File: src/rtl/adc_frame_pkg.sv
package adc_frame_pkg;

  typedef enum logic [2:0] {
    ST_IDLE,
    ST_SETUP,
    ST_HIGH,
    ST_LOW,
    ST_CONV
  } seq_state_t;

endpackage

File: src/rtl/adc_phase_timer.sv
module adc_phase_timer #(
  parameter int DIV = 4
) (
  input  logic clk,
  input  logic rst,
  input  logic run,
  output logic tick
);

  localparam int CW = (DIV > 1) ? $clog2(DIV) : 1;
  localparam logic [CW-1:0] LAST = CW'(DIV - 1);

  logic [CW-1:0] cnt;

  always_ff @(posedge clk) begin
    if (rst || !run) begin
      cnt <= '0;
    end else if (cnt == LAST) begin
      cnt <= '0;
    end else begin
      cnt <= cnt + 1'b1;
    end
  end

  assign tick = run && (cnt == LAST);

endmodule

File: src/rtl/adc_frame_seq.sv
module adc_frame_seq
  import adc_frame_pkg::*;
#(
  parameter int CMD_W      = 4,
  parameter int SHORT_SAMP = 12,
  parameter int LONG_SAMP  = 44,
  parameter int CONV_CLKS  = 72,
  parameter int RES_W      = 14
) (
  input  logic clk,
  input  logic rst,
  input  logic req_valid,
  input  logic req_long,
  input  logic req_fs_mode,
  input  logic tick,
  output logic run,
  output logic req_ready,
  output logic cs_n,
  output logic sclk,
  output logic fs,
  output logic load_stb,
  output logic rise_stb,
  output logic fall_stb,
  output logic end_stb,
  output logic res_stb
);

  localparam int SHORT_LEN  = CMD_W + SHORT_SAMP;
  localparam int LONG_LEN   = CMD_W + LONG_SAMP;
  localparam int BW         = $clog2(LONG_LEN);
  localparam int CONV_TICKS = 2 * CONV_CLKS;
  localparam int KW         = $clog2(CONV_TICKS);

  seq_state_t    state;
  logic [BW-1:0] bit_cnt;
  logic [KW-1:0] conv_cnt;
  logic          long_q;
  logic [BW-1:0] last_bit;
  logic          at_last;

  assign last_bit = long_q ? BW'(LONG_LEN - 1) : BW'(SHORT_LEN - 1);
  assign at_last  = (bit_cnt == last_bit);
  assign run      = (state != ST_IDLE);
  assign load_stb = (state == ST_IDLE) && req_valid;
  assign rise_stb = tick && ((state == ST_SETUP) || (state == ST_LOW));
  assign fall_stb = tick && (state == ST_HIGH) && !at_last;
  assign end_stb  = tick && (state == ST_HIGH) && at_last;
  assign res_stb  = rise_stb && (bit_cnt == BW'(RES_W - 1));

  always_ff @(posedge clk) begin
    if (rst) begin
      state     <= ST_IDLE;
      bit_cnt   <= '0;
      conv_cnt  <= '0;
      long_q    <= 1'b0;
      req_ready <= 1'b1;
      cs_n      <= 1'b1;
      sclk      <= 1'b0;
      fs        <= 1'b0;
    end else begin
      case (state)
        ST_IDLE: begin
          if (req_valid) begin
            state     <= ST_SETUP;
            bit_cnt   <= '0;
            long_q    <= req_long;
            req_ready <= 1'b0;
            cs_n      <= 1'b0;
            fs        <= req_fs_mode;
          end
        end
        ST_SETUP: begin
          if (tick) begin
            state <= ST_HIGH;
            sclk  <= 1'b1;
            fs    <= 1'b0;
          end
        end
        ST_HIGH: begin
          if (tick) begin
            sclk <= 1'b0;
            if (at_last) begin
              state    <= ST_CONV;
              cs_n     <= 1'b1;
              conv_cnt <= '0;
            end else begin
              state   <= ST_LOW;
              bit_cnt <= bit_cnt + 1'b1;
            end
          end
        end
        ST_LOW: begin
          if (tick) begin
            state <= ST_HIGH;
            sclk  <= 1'b1;
          end
        end
        ST_CONV: begin
          if (tick) begin
            if (conv_cnt == KW'(CONV_TICKS - 1)) begin
              state     <= ST_IDLE;
              req_ready <= 1'b1;
            end else begin
              conv_cnt <= conv_cnt + 1'b1;
            end
          end
        end
        default: state <= ST_IDLE;
      endcase
    end
  end

  // serial clock activity only inside an open frame
  p_sclk_in_frame_r6: assert property (@(posedge clk) disable iff (rst)
    sclk |-> !cs_n);

  // acceptance takes the controller out of idle at once
  p_busy_after_accept_r2: assert property (@(posedge clk) disable iff (rst)
    (req_valid && req_ready) |=> !req_ready);

  // a high phase lasts more than one system cycle
  p_high_phase_r7: assert property (@(posedge clk) disable iff (rst)
    $rose(sclk) |=> sclk);

  // releasing chip select starts the conversion wait, not idle
  p_conv_hold_r9: assert property (@(posedge clk) disable iff (rst)
    $rose(cs_n) |=> !req_ready);

  // idle means no frame is open
  p_ready_idle_r2: assert property (@(posedge clk) disable iff (rst)
    req_ready |-> cs_n);

endmodule

File: src/rtl/adc_shift_unit.sv
module adc_shift_unit #(
  parameter int CMD_W = 4,
  parameter int CFG_W = 12,
  parameter int RES_W = 14,
  parameter logic [CMD_W-1:0] CFG_CMD = CMD_W'(10)
) (
  input  logic             clk,
  input  logic             rst,
  input  logic             load_stb,
  input  logic [CMD_W-1:0] req_cmd,
  input  logic [CFG_W-1:0] req_cfg,
  input  logic             fall_stb,
  input  logic             end_stb,
  input  logic             rise_stb,
  input  logic             res_stb,
  input  logic             sdo,
  output logic             sdi,
  output logic             result_valid,
  output logic [RES_W-1:0] result_data
);

  localparam int TW = CMD_W + CFG_W;

  logic [TW-1:0]    tx;
  logic [RES_W-2:0] rx;

  always_ff @(posedge clk) begin
    if (rst) begin
      tx <= '0;
    end else if (load_stb) begin
      tx <= {req_cmd, (req_cmd == CFG_CMD) ? req_cfg : {CFG_W{1'b0}}};
    end else if (end_stb) begin
      tx <= '0;
    end else if (fall_stb) begin
      tx <= {tx[TW-2:0], 1'b0};
    end
  end

  assign sdi = tx[TW-1];

  always_ff @(posedge clk) begin
    if (rst) begin
      rx           <= '0;
      result_data  <= '0;
      result_valid <= 1'b0;
    end else begin
      result_valid <= res_stb;
      if (rise_stb) begin
        rx <= {rx[RES_W-3:0], sdo};
      end
      if (res_stb) begin
        result_data <= {rx, sdo};
      end
    end
  end

  // the result strobe is a single-cycle pulse
  p_valid_pulse_r8: assert property (@(posedge clk) disable iff (rst)
    result_valid |=> !result_valid);

endmodule

File: src/rtl/adc_frame_ctrl.sv
module adc_frame_ctrl #(
  parameter int DIV        = 4,
  parameter int CMD_W      = 4,
  parameter int CFG_W      = 12,
  parameter int RES_W      = 14,
  parameter int SHORT_SAMP = 12,
  parameter int LONG_SAMP  = 44,
  parameter int CONV_CLKS  = 72,
  parameter logic [CMD_W-1:0] CFG_CMD = CMD_W'(10)
) (
  input  logic             clk,
  input  logic             rst,
  input  logic             req_valid,
  output logic             req_ready,
  input  logic [CMD_W-1:0] req_cmd,
  input  logic [CFG_W-1:0] req_cfg,
  input  logic             req_long,
  input  logic             req_fs_mode,
  output logic             cs_n,
  output logic             fs,
  output logic             sclk,
  output logic             sdi,
  input  logic             sdo,
  output logic             result_valid,
  output logic [RES_W-1:0] result_data
);

  logic run, tick;
  logic load_stb, rise_stb, fall_stb, end_stb, res_stb;

  adc_phase_timer #(.DIV(DIV)) u_timer (
    .clk (clk),
    .rst (rst),
    .run (run),
    .tick(tick)
  );

  adc_frame_seq #(
    .CMD_W     (CMD_W),
    .SHORT_SAMP(SHORT_SAMP),
    .LONG_SAMP (LONG_SAMP),
    .CONV_CLKS (CONV_CLKS),
    .RES_W     (RES_W)
  ) u_seq (
    .clk        (clk),
    .rst        (rst),
    .req_valid  (req_valid),
    .req_long   (req_long),
    .req_fs_mode(req_fs_mode),
    .tick       (tick),
    .run        (run),
    .req_ready  (req_ready),
    .cs_n       (cs_n),
    .sclk       (sclk),
    .fs         (fs),
    .load_stb   (load_stb),
    .rise_stb   (rise_stb),
    .fall_stb   (fall_stb),
    .end_stb    (end_stb),
    .res_stb    (res_stb)
  );

  adc_shift_unit #(
    .CMD_W  (CMD_W),
    .CFG_W  (CFG_W),
    .RES_W  (RES_W),
    .CFG_CMD(CFG_CMD)
  ) u_shift (
    .clk         (clk),
    .rst         (rst),
    .load_stb    (load_stb),
    .req_cmd     (req_cmd),
    .req_cfg     (req_cfg),
    .fall_stb    (fall_stb),
    .end_stb     (end_stb),
    .rise_stb    (rise_stb),
    .res_stb     (res_stb),
    .sdo         (sdo),
    .sdi         (sdi),
    .result_valid(result_valid),
    .result_data (result_data)
  );

  // lines stay quiet while chip select is released
  p_idle_lines_r10: assert property (@(posedge clk) disable iff (rst)
    cs_n |-> (!sdi && !sclk));

endmodule

File: config.mk
export PLATFORM = sky130hd
export DESIGN_NAME = adc_frame_ctrl
export DESIGN_NICKNAME = d
export VERILOG_FILES = /design/src/rtl/adc_frame_pkg.sv /design/src/rtl/adc_phase_timer.sv /design/src/rtl/adc_frame_seq.sv /design/src/rtl/adc_shift_unit.sv /design/src/rtl/adc_frame_ctrl.sv
export SDC_FILE = /design/constraint.sdc
export NUM_CORES = 1
export LEC_CHECK = 0
export BUFFER_PORTS_ARGS = -buffer_cell sky130_fd_sc_hd__clkbuf_2
export CAP_MARGIN = 25
export CORE_MARGIN = 3
export CORE_UTILIZATION = 30
export CTS_CLUSTER_SIZE = 12
export DETAILED_ROUTE_END_ITERATION = 8
export PLACE_DENSITY = 0.5
export SYNTH_ARGS = -nofsm -noshare
export SYNTH_HDL_FRONTEND = slang
export SYNTH_SLANG_ARGS = --single-unit
File: constraint.sdc
create_clock -name clk -period 2.7 [get_ports clk]
set_clock_uncertainty 0.05 [all_clocks]
set_input_delay 0.54 -clock clk [delete_from_list [all_inputs] [get_ports clk]]
set_output_delay 0.54 -clock clk [all_outputs]
set_load 0.005 [all_outputs]
== Word-level counts from Yosys, hierarchy flattened ==
Cells that the tools add are included.

* Eq/ne operators: 18
* Mux-type cells: 33
* Add/sub/neg operators: 3
* Reductions and logical operators: 29

{| class="wikitable"
|+ Operator list
! cell !! number
|-
| $mux 16 || 3
|-
| $mux 8 || 4
|-
| $mux 6 || 4
|-
| $mux 3 || 6
|-
| $pmux 8 s2 || 1
|-
| $mux 12 || 1
|-
| $ne 2x1->1 const B || 6
|-
| $pmux 3 s4 || 1
|-
| $pmux 6 s2 || 1
|-
| $reduce_and 4->1 || 3
|-
| $reduce_and 5->1 || 2
|-
| $reduce_bool 2->1 || 5
|-
| $add 8x1->8 const B || 1
|-
| $eq 8x8->1 const B || 1
|-
| $mux 1 || 8
|-
| $pmux 1 s2 || 4
|-
| $logic_and 1x1->1 || 7
|-
| $add 6x1->6 const B || 1
|-
| $eq 3x2->1 const B || 2
|-
| $eq 6x4->1 const B || 1
|-
| $eq 6x6->1 || 1
|-
| $ne 2x2->1 const B || 3
|-
| $reduce_and 3->1 || 2
|-
| $reduce_bool 3->1 || 2
|-
| 10 further kinds || 13
|}

* Input bits: 22
* Logic and storage cells: 96
* Register bits after elaboration: 68
* Output and inout port bits: 20

== Longest topological paths before layout ==
* Word-level depth: 7
* Mapped depth: 7
* Mapped depth without buffers: 5

== Cells and area by module ==
From an unflattened synthesis, not the netlist that was laid out.

* Cells, all modules: 325
* Area, all modules: 3,134.3 sq um

{| class="wikitable"
|+ By module, submodules not included
! module !! instances !! area an instance (sq um) !! cells an instance !! sequential area each (sq um)
|-
| adc_shift_unit || 1 || 1,756.7 || 173 || 880.8
|-
| adc_frame_seq || 1 || 1,291.2 || 146 || 440.4
|-
| adc_phase_timer || 1 || 86.3 || 6 || 40.0
|}

== Worst setup path before layout ==
Ideal clock, no wire load.

* Path kind: register to register
* Start point: register u_timer.cnt[0]
* End point: register u_shift.tx[12]
* Path slack: 969 ps
* Stages on the path, launching flop included: 8
* Data required time: 2,522 ps
* Clock period less this slack: 1,731 ps
* Arrival: 1,553 ps
* Library setup time: 128 ps
* Buffers on the path: 2
* Cell sequence: dfxtp_1 > ha_1 > mux2i_1 > or3_1 > buf_2 > buf_2 > a222oi_1 > nor2_1

* Longest elaborated chain between the ends: 6
* Elaborated cells between the ends (all ways): 8
* Those cells by class: 1 x eq/ne; 2 x mux; 5 x reduce/logical

{| class="wikitable"
|+ Ends and longest elaborated chain
! element !! RTL line !! source
|-
| from (decl) || adc_phase_timer.sv:13 || <nowiki>logic [CW-1:0] cnt;</nowiki>
|-
| from (signal assigned) || adc_phase_timer.sv:21 || <nowiki>cnt <= cnt + 1'b1;</nowiki>
|-
| $eq 2x2->1 * || adc_phase_timer.sv:25 || <nowiki>assign tick = run && (cnt == LAST);</nowiki>
|-
| $logic_and 1x1->1 * || adc_phase_timer.sv:25 ||
|-
| $logic_and 1x1->1 * || adc_frame_seq.sv:46, adc_frame_seq.sv:47 ||
|-
| $logic_and 1x1->1 || adc_frame_seq.sv:47 || <nowiki>assign end_stb = tick && (state == ST_HIGH) && at_last;</nowiki>
|-
| $mux 16 || adc_shift_unit.sv:32 || <nowiki>end else if (end_stb) begin</nowiki>
|-
| $mux 16 || adc_shift_unit.sv:30 || <nowiki>end else if (load_stb) begin</nowiki>
|-
| to (signal assigned) || adc_shift_unit.sv:31 || <nowiki>tx <= {req_cmd, (req_cmd == CFG_CMD) ? req_cfg : {CFG_W{1'b0}}};</nowiki>
|-
| to (signal assigned) || adc_shift_unit.sv:35 || <nowiki>tx <= {tx[TW-2:0], 1'b0};</nowiki>
|-
| to (decl) || adc_shift_unit.sv:24 || <nowiki>logic [TW-1:0] tx;</nowiki>
|}

Mark *: on every way between the ends. The rest lies on a longest branch, timed or not.
A chain may end at the register's enable or synchronous reset.

== Worst setup path after layout ==
* Start point: register u_seq.state[1]
* End point: register u_seq.bit_cnt[2]

* Longest elaborated chain between the ends: 4
* Elaborated cells between the ends (all ways): 10
* Those cells by class: 4 x eq/ne; 1 x mux; 5 x reduce/logical

{| class="wikitable"
|+ Ends and longest elaborated chain
! element !! RTL line !! source
|-
| from (decl) || adc_frame_seq.sv:34 || <nowiki>seq_state_t state;</nowiki>
|-
| from (signal assigned) || adc_frame_seq.sv:52 || <nowiki>state <= ST_IDLE;</nowiki>
|-
| from (signal assigned) || adc_frame_seq.sv:64 || <nowiki>state <= ST_SETUP;</nowiki>
|-
| from (signal assigned) || adc_frame_seq.sv:74 || <nowiki>state <= ST_HIGH;</nowiki>
|-
| $reduce_bool 3->1 || adc_frame_seq.sv:43 || <nowiki>assign run = (state != ST_IDLE);</nowiki>
|-
| $logic_and 1x1->1 || adc_phase_timer.sv:25 ||
|-
| $ne 2x1->1 (no source line) || -- ||
|-
| $reduce_and 4->1 (no source line) || -- ||
|-
| to (signal assigned) || adc_frame_seq.sv:88 || <nowiki>bit_cnt <= bit_cnt + 1'b1;</nowiki>
|-
| to (decl) || adc_frame_seq.sv:35 || <nowiki>logic [BW-1:0] bit_cnt;</nowiki>
|}

Several ways; a longest one is shown, not always the timed one.

==> results.json <==
{
  "status": "finished, final reports clean",
  "synthTopCellsByArea": "dfxtp_1, mux2i_1, nand2_1, a221oi_2, nor2_1",
  "p_leak_nw": 1.46,
  "cts_buffer_depth": 2,
  "antenna_found_initial": 0,
  "reg2reg_from": "u_seq.state[1]",
  "area_growth_pct": 16.7,
  "critical_path_class": "flip-flop to flip-flop",
  "synthCells": 331,
  "clk_latency_ns": 0.34,
  "wl_um": 6830,
  "drc_errors": 0,
  "cp.arrival_ns": 2.30,
  "relSlewSlack_pct": 50.4,
  "fmax_mhz": 466,
  "fillers": 1041,
  "path_clk_slew_ns": 0.07,
  "worstSetupStartpoint": "u_seq.state[1]",
  "cts_buffers": 9,
  "crit_end": "u_seq.bit_cnt[2]",
  "cts_tree": "built",
  "synth_top_flop_cell": "dfxtp_1",
  "power_frac_seq_pct": 46.7,
  "synth.yosys.seq_area_share_pct": 43.6,
  "preCtsSetupSlack_ns": 0.567,
  "tightest_slew_ns": 0.744,
  "rr_endpoint": "u_seq.bit_cnt[2]",
  "placed_cells": 488,
  "fin_crit_ns": 2.14,
  "p_per_area_mw_per_mm2": 615,
  "synth_edf_count": 0,
  "vdd_drop_max_uv": 277,
  "synth_nets": 357,
  "worstSetupStartpointType": "flip-flop",
  "worst-path-max-fanout": 14,
  "reg2reg_depth": 4,
  "drt-initial-drc-count": 98,
  "ant_nets": 0,
  "die_h_um": 108,
  "layout.cells.non_filler": 504,
  "grt_pass1_wl_um": 11500,
  "internal_power_mw": 1.74,
  "tns_ns": 0,
  "routedWlPerCell_um": 13.6,
  "rrSetupSlack_ns": 0.56,
  "final_max_slew_viol_count": 0,
  "place_area_sq_mm": 0.00340,
  "yosysWarnings": 0,
  "cts_root_buf": "clkbuf_8",
  "design_area_sq_mm": 0.00365,
  "gp_congestion": 0.769,
  "p_sw_share_pct": 22.6,
  "vias_per_cell": 4.93,
  "grt_max_degree": 27,
  "avgSynthCellArea_sq_um": 9.44,
  "synthArstFlopShare_pct": 0,
  "power_mw": 2.24,
  "diodes": 0,
  "p_clk_share_pct": 46.2,
  "start_util_pct": 31.4,
  "synth.most_common_cell": "dfxtp_1",
  "fin_crit_sh_pct": 79.4,
  "htreeDepth": 3,
  "syn-cell-area_sq_mm": 0.00312,
  "drive_above_1_share_pct": 24.5,
  "p_sw_mw": 0.507,
  "num_vias": 2486,
  "cts_setup_buffers": 0,
  "end_kind": "flip-flop",
  "ys_ff_latch": 68,
  "overflow": 0,
  "synth.largest_area_cell": "dfxtp_1",
  "synth_commonest_cells": "dfxtp_1, nand2_1, nor2_1, a21oi_1, mux2i_1",
  "drt-pass1-iter-count": 4,
  "dp_hpwl_um": 4670,
  "grt_usage_pct": 12.3,
  "worstPathRequired_ns": 2.85,
  "die_x_um": 108,
  "nNetsFinal": 392,
  "finish.utilization_pct": 36.6,
  "rows": 36,
  "hold_path_class": "primary input to flip-flop",
  "cts_sinks": 68,
  "grt_pass1_vias": 2327,
  "rsz0062_at_grt": "no",
  "holdBufCountCts": 0,
  "yosysTopAreaCellShare_pct": 43.6,
  "io_pins": 42,
  "synth_cell_type_count": 53,
  "timing.final.ws_setup_ns": 0.555,
  "comb_power_share_pct": 7.1,
  "hold_violations": 0,
  "setup_violations": 0,
  "dieArea_sq_mm": 0.0117,
  "core-area_sq_mm": 0.00995,
  "cts_resized": 0,
  "whs_ns": 0.381,
  "port_buffers": 41,
  "cap_violations": 0
}
-- power groups by stage --
stage | sequential, mW | clock (mW) | combinational (mW)
after floorplan | 1.07 | 0 | 0.120
after global placement | 1.07 | 0 | 0.160
after detailed placement | 1.07 | 0 | 0.161
after CTS | 1.05 | 1.08 | 0.161
after global routing | 1.05 | 1.11 | 0.178
final | 1.05 | 1.03 | 0.160
-- worst max-delay path, stage by stage (launching register included) --
cell and delay (ns):
dfxtp_1 0.63, mux2i_1 0.16, or3_1 0.64, a21oi_2 0.40
a311oi_1 0.14
-- placed cells by master, fill, tap and decap left out, drive strengths merged, types with 2 or more instances in the layout --
cell type,n
dfxtp,68
clkbuf,51
nand2,47
nor2,39
a21oi,26
nor3,19
mux2i,18
a221oi,14
nand3,9
a31oi,7
buf,7
a311oi,4
nand2b,4
ha,4
nor3b,3
and2,3
o211ai,3
a211oi,3
nor2b,3
bufinv,3
nand4,3
o21ai,3
and4b,2
or4,2
nand3b,2
o21ba,2
nand4bb,2
nor4b,2
clkinv,2
-- per-layer routing --
| metal | vias to the layer above | wire length, um | track usage (%) |
|---|---|---|---|
| met5 | - | 0 | 0 |
| met4 | 0 | 99 | 4.06 |
| met3 | 11 | 348 | 3.64 |
| met2 | 52 | 2890 | 17.9 |
| met1 | 1151 | 3500 | 17.4 |
| li1 | 1272 | - | - |
-- flip-flops by register name, indices dropped and copies added (netlist names) --
register,count
u_timer.cnt,2
u_shift.result_valid,1
u_seq.bit_cnt,6
u_shift.tx,16
u_seq.long_q,1
u_seq.conv_cnt,8
u_seq.cs_n,1
u_seq.fs,1
u_shift.rx,13
u_shift.result_data,14
u_seq.req_ready,1
u_seq.sclk,1
u_seq.state,3
-- worst min-delay path by stage --
stage                    from        endpoint  slack, ns  cells after the start
2_1_floorplan  u_timer.cnt[0]  u_timer.cnt[0]       0.36                      1
3_3_place_gp   u_timer.cnt[0]  u_timer.cnt[0]       0.37                      1
3_5_place_dp   u_timer.cnt[0]  u_timer.cnt[0]       0.38                      1
4_1_cts                   sdo   u_shift.rx[0]       0.36                      3
5_1_grt              req_long    u_seq.long_q       0.39                      3
6_report                  sdo   u_shift.rx[0]       0.38                      3
-- kinds of logic (layout without fill, tap and decap cells) --
kind of cell | after synthesis | count (layout) | synth area share, %
AOI/OAI and AO/OA | 69 | 69 | 17.3
xor gates and xnor gates | 1 | 1 | 0.280
adders and majority gates | 4 | 4 | 1.60
buffers and inverters | 25 | 65 | 4.93
DFF | 68 | 68 | 43.6
muxes | 18 | 18 | 5.77
and+or+nand+nor | 146 | 146 | 26.5
-- layout make-up --
type                    instances  area (sq um)  share of cell area (%)
clock buffers                  10           138                    3.77
inverters                       1          3.75                   0.103
flip-flops and latches         68          1360                    37.3
clock inverters                 6           111                    3.05
repair buffers                 48           258                    7.07
multi-input cells             238          1610                    44.1
well taps                     133           166                    4.56
Note: power is estimated with default switching activity, not from simulation.
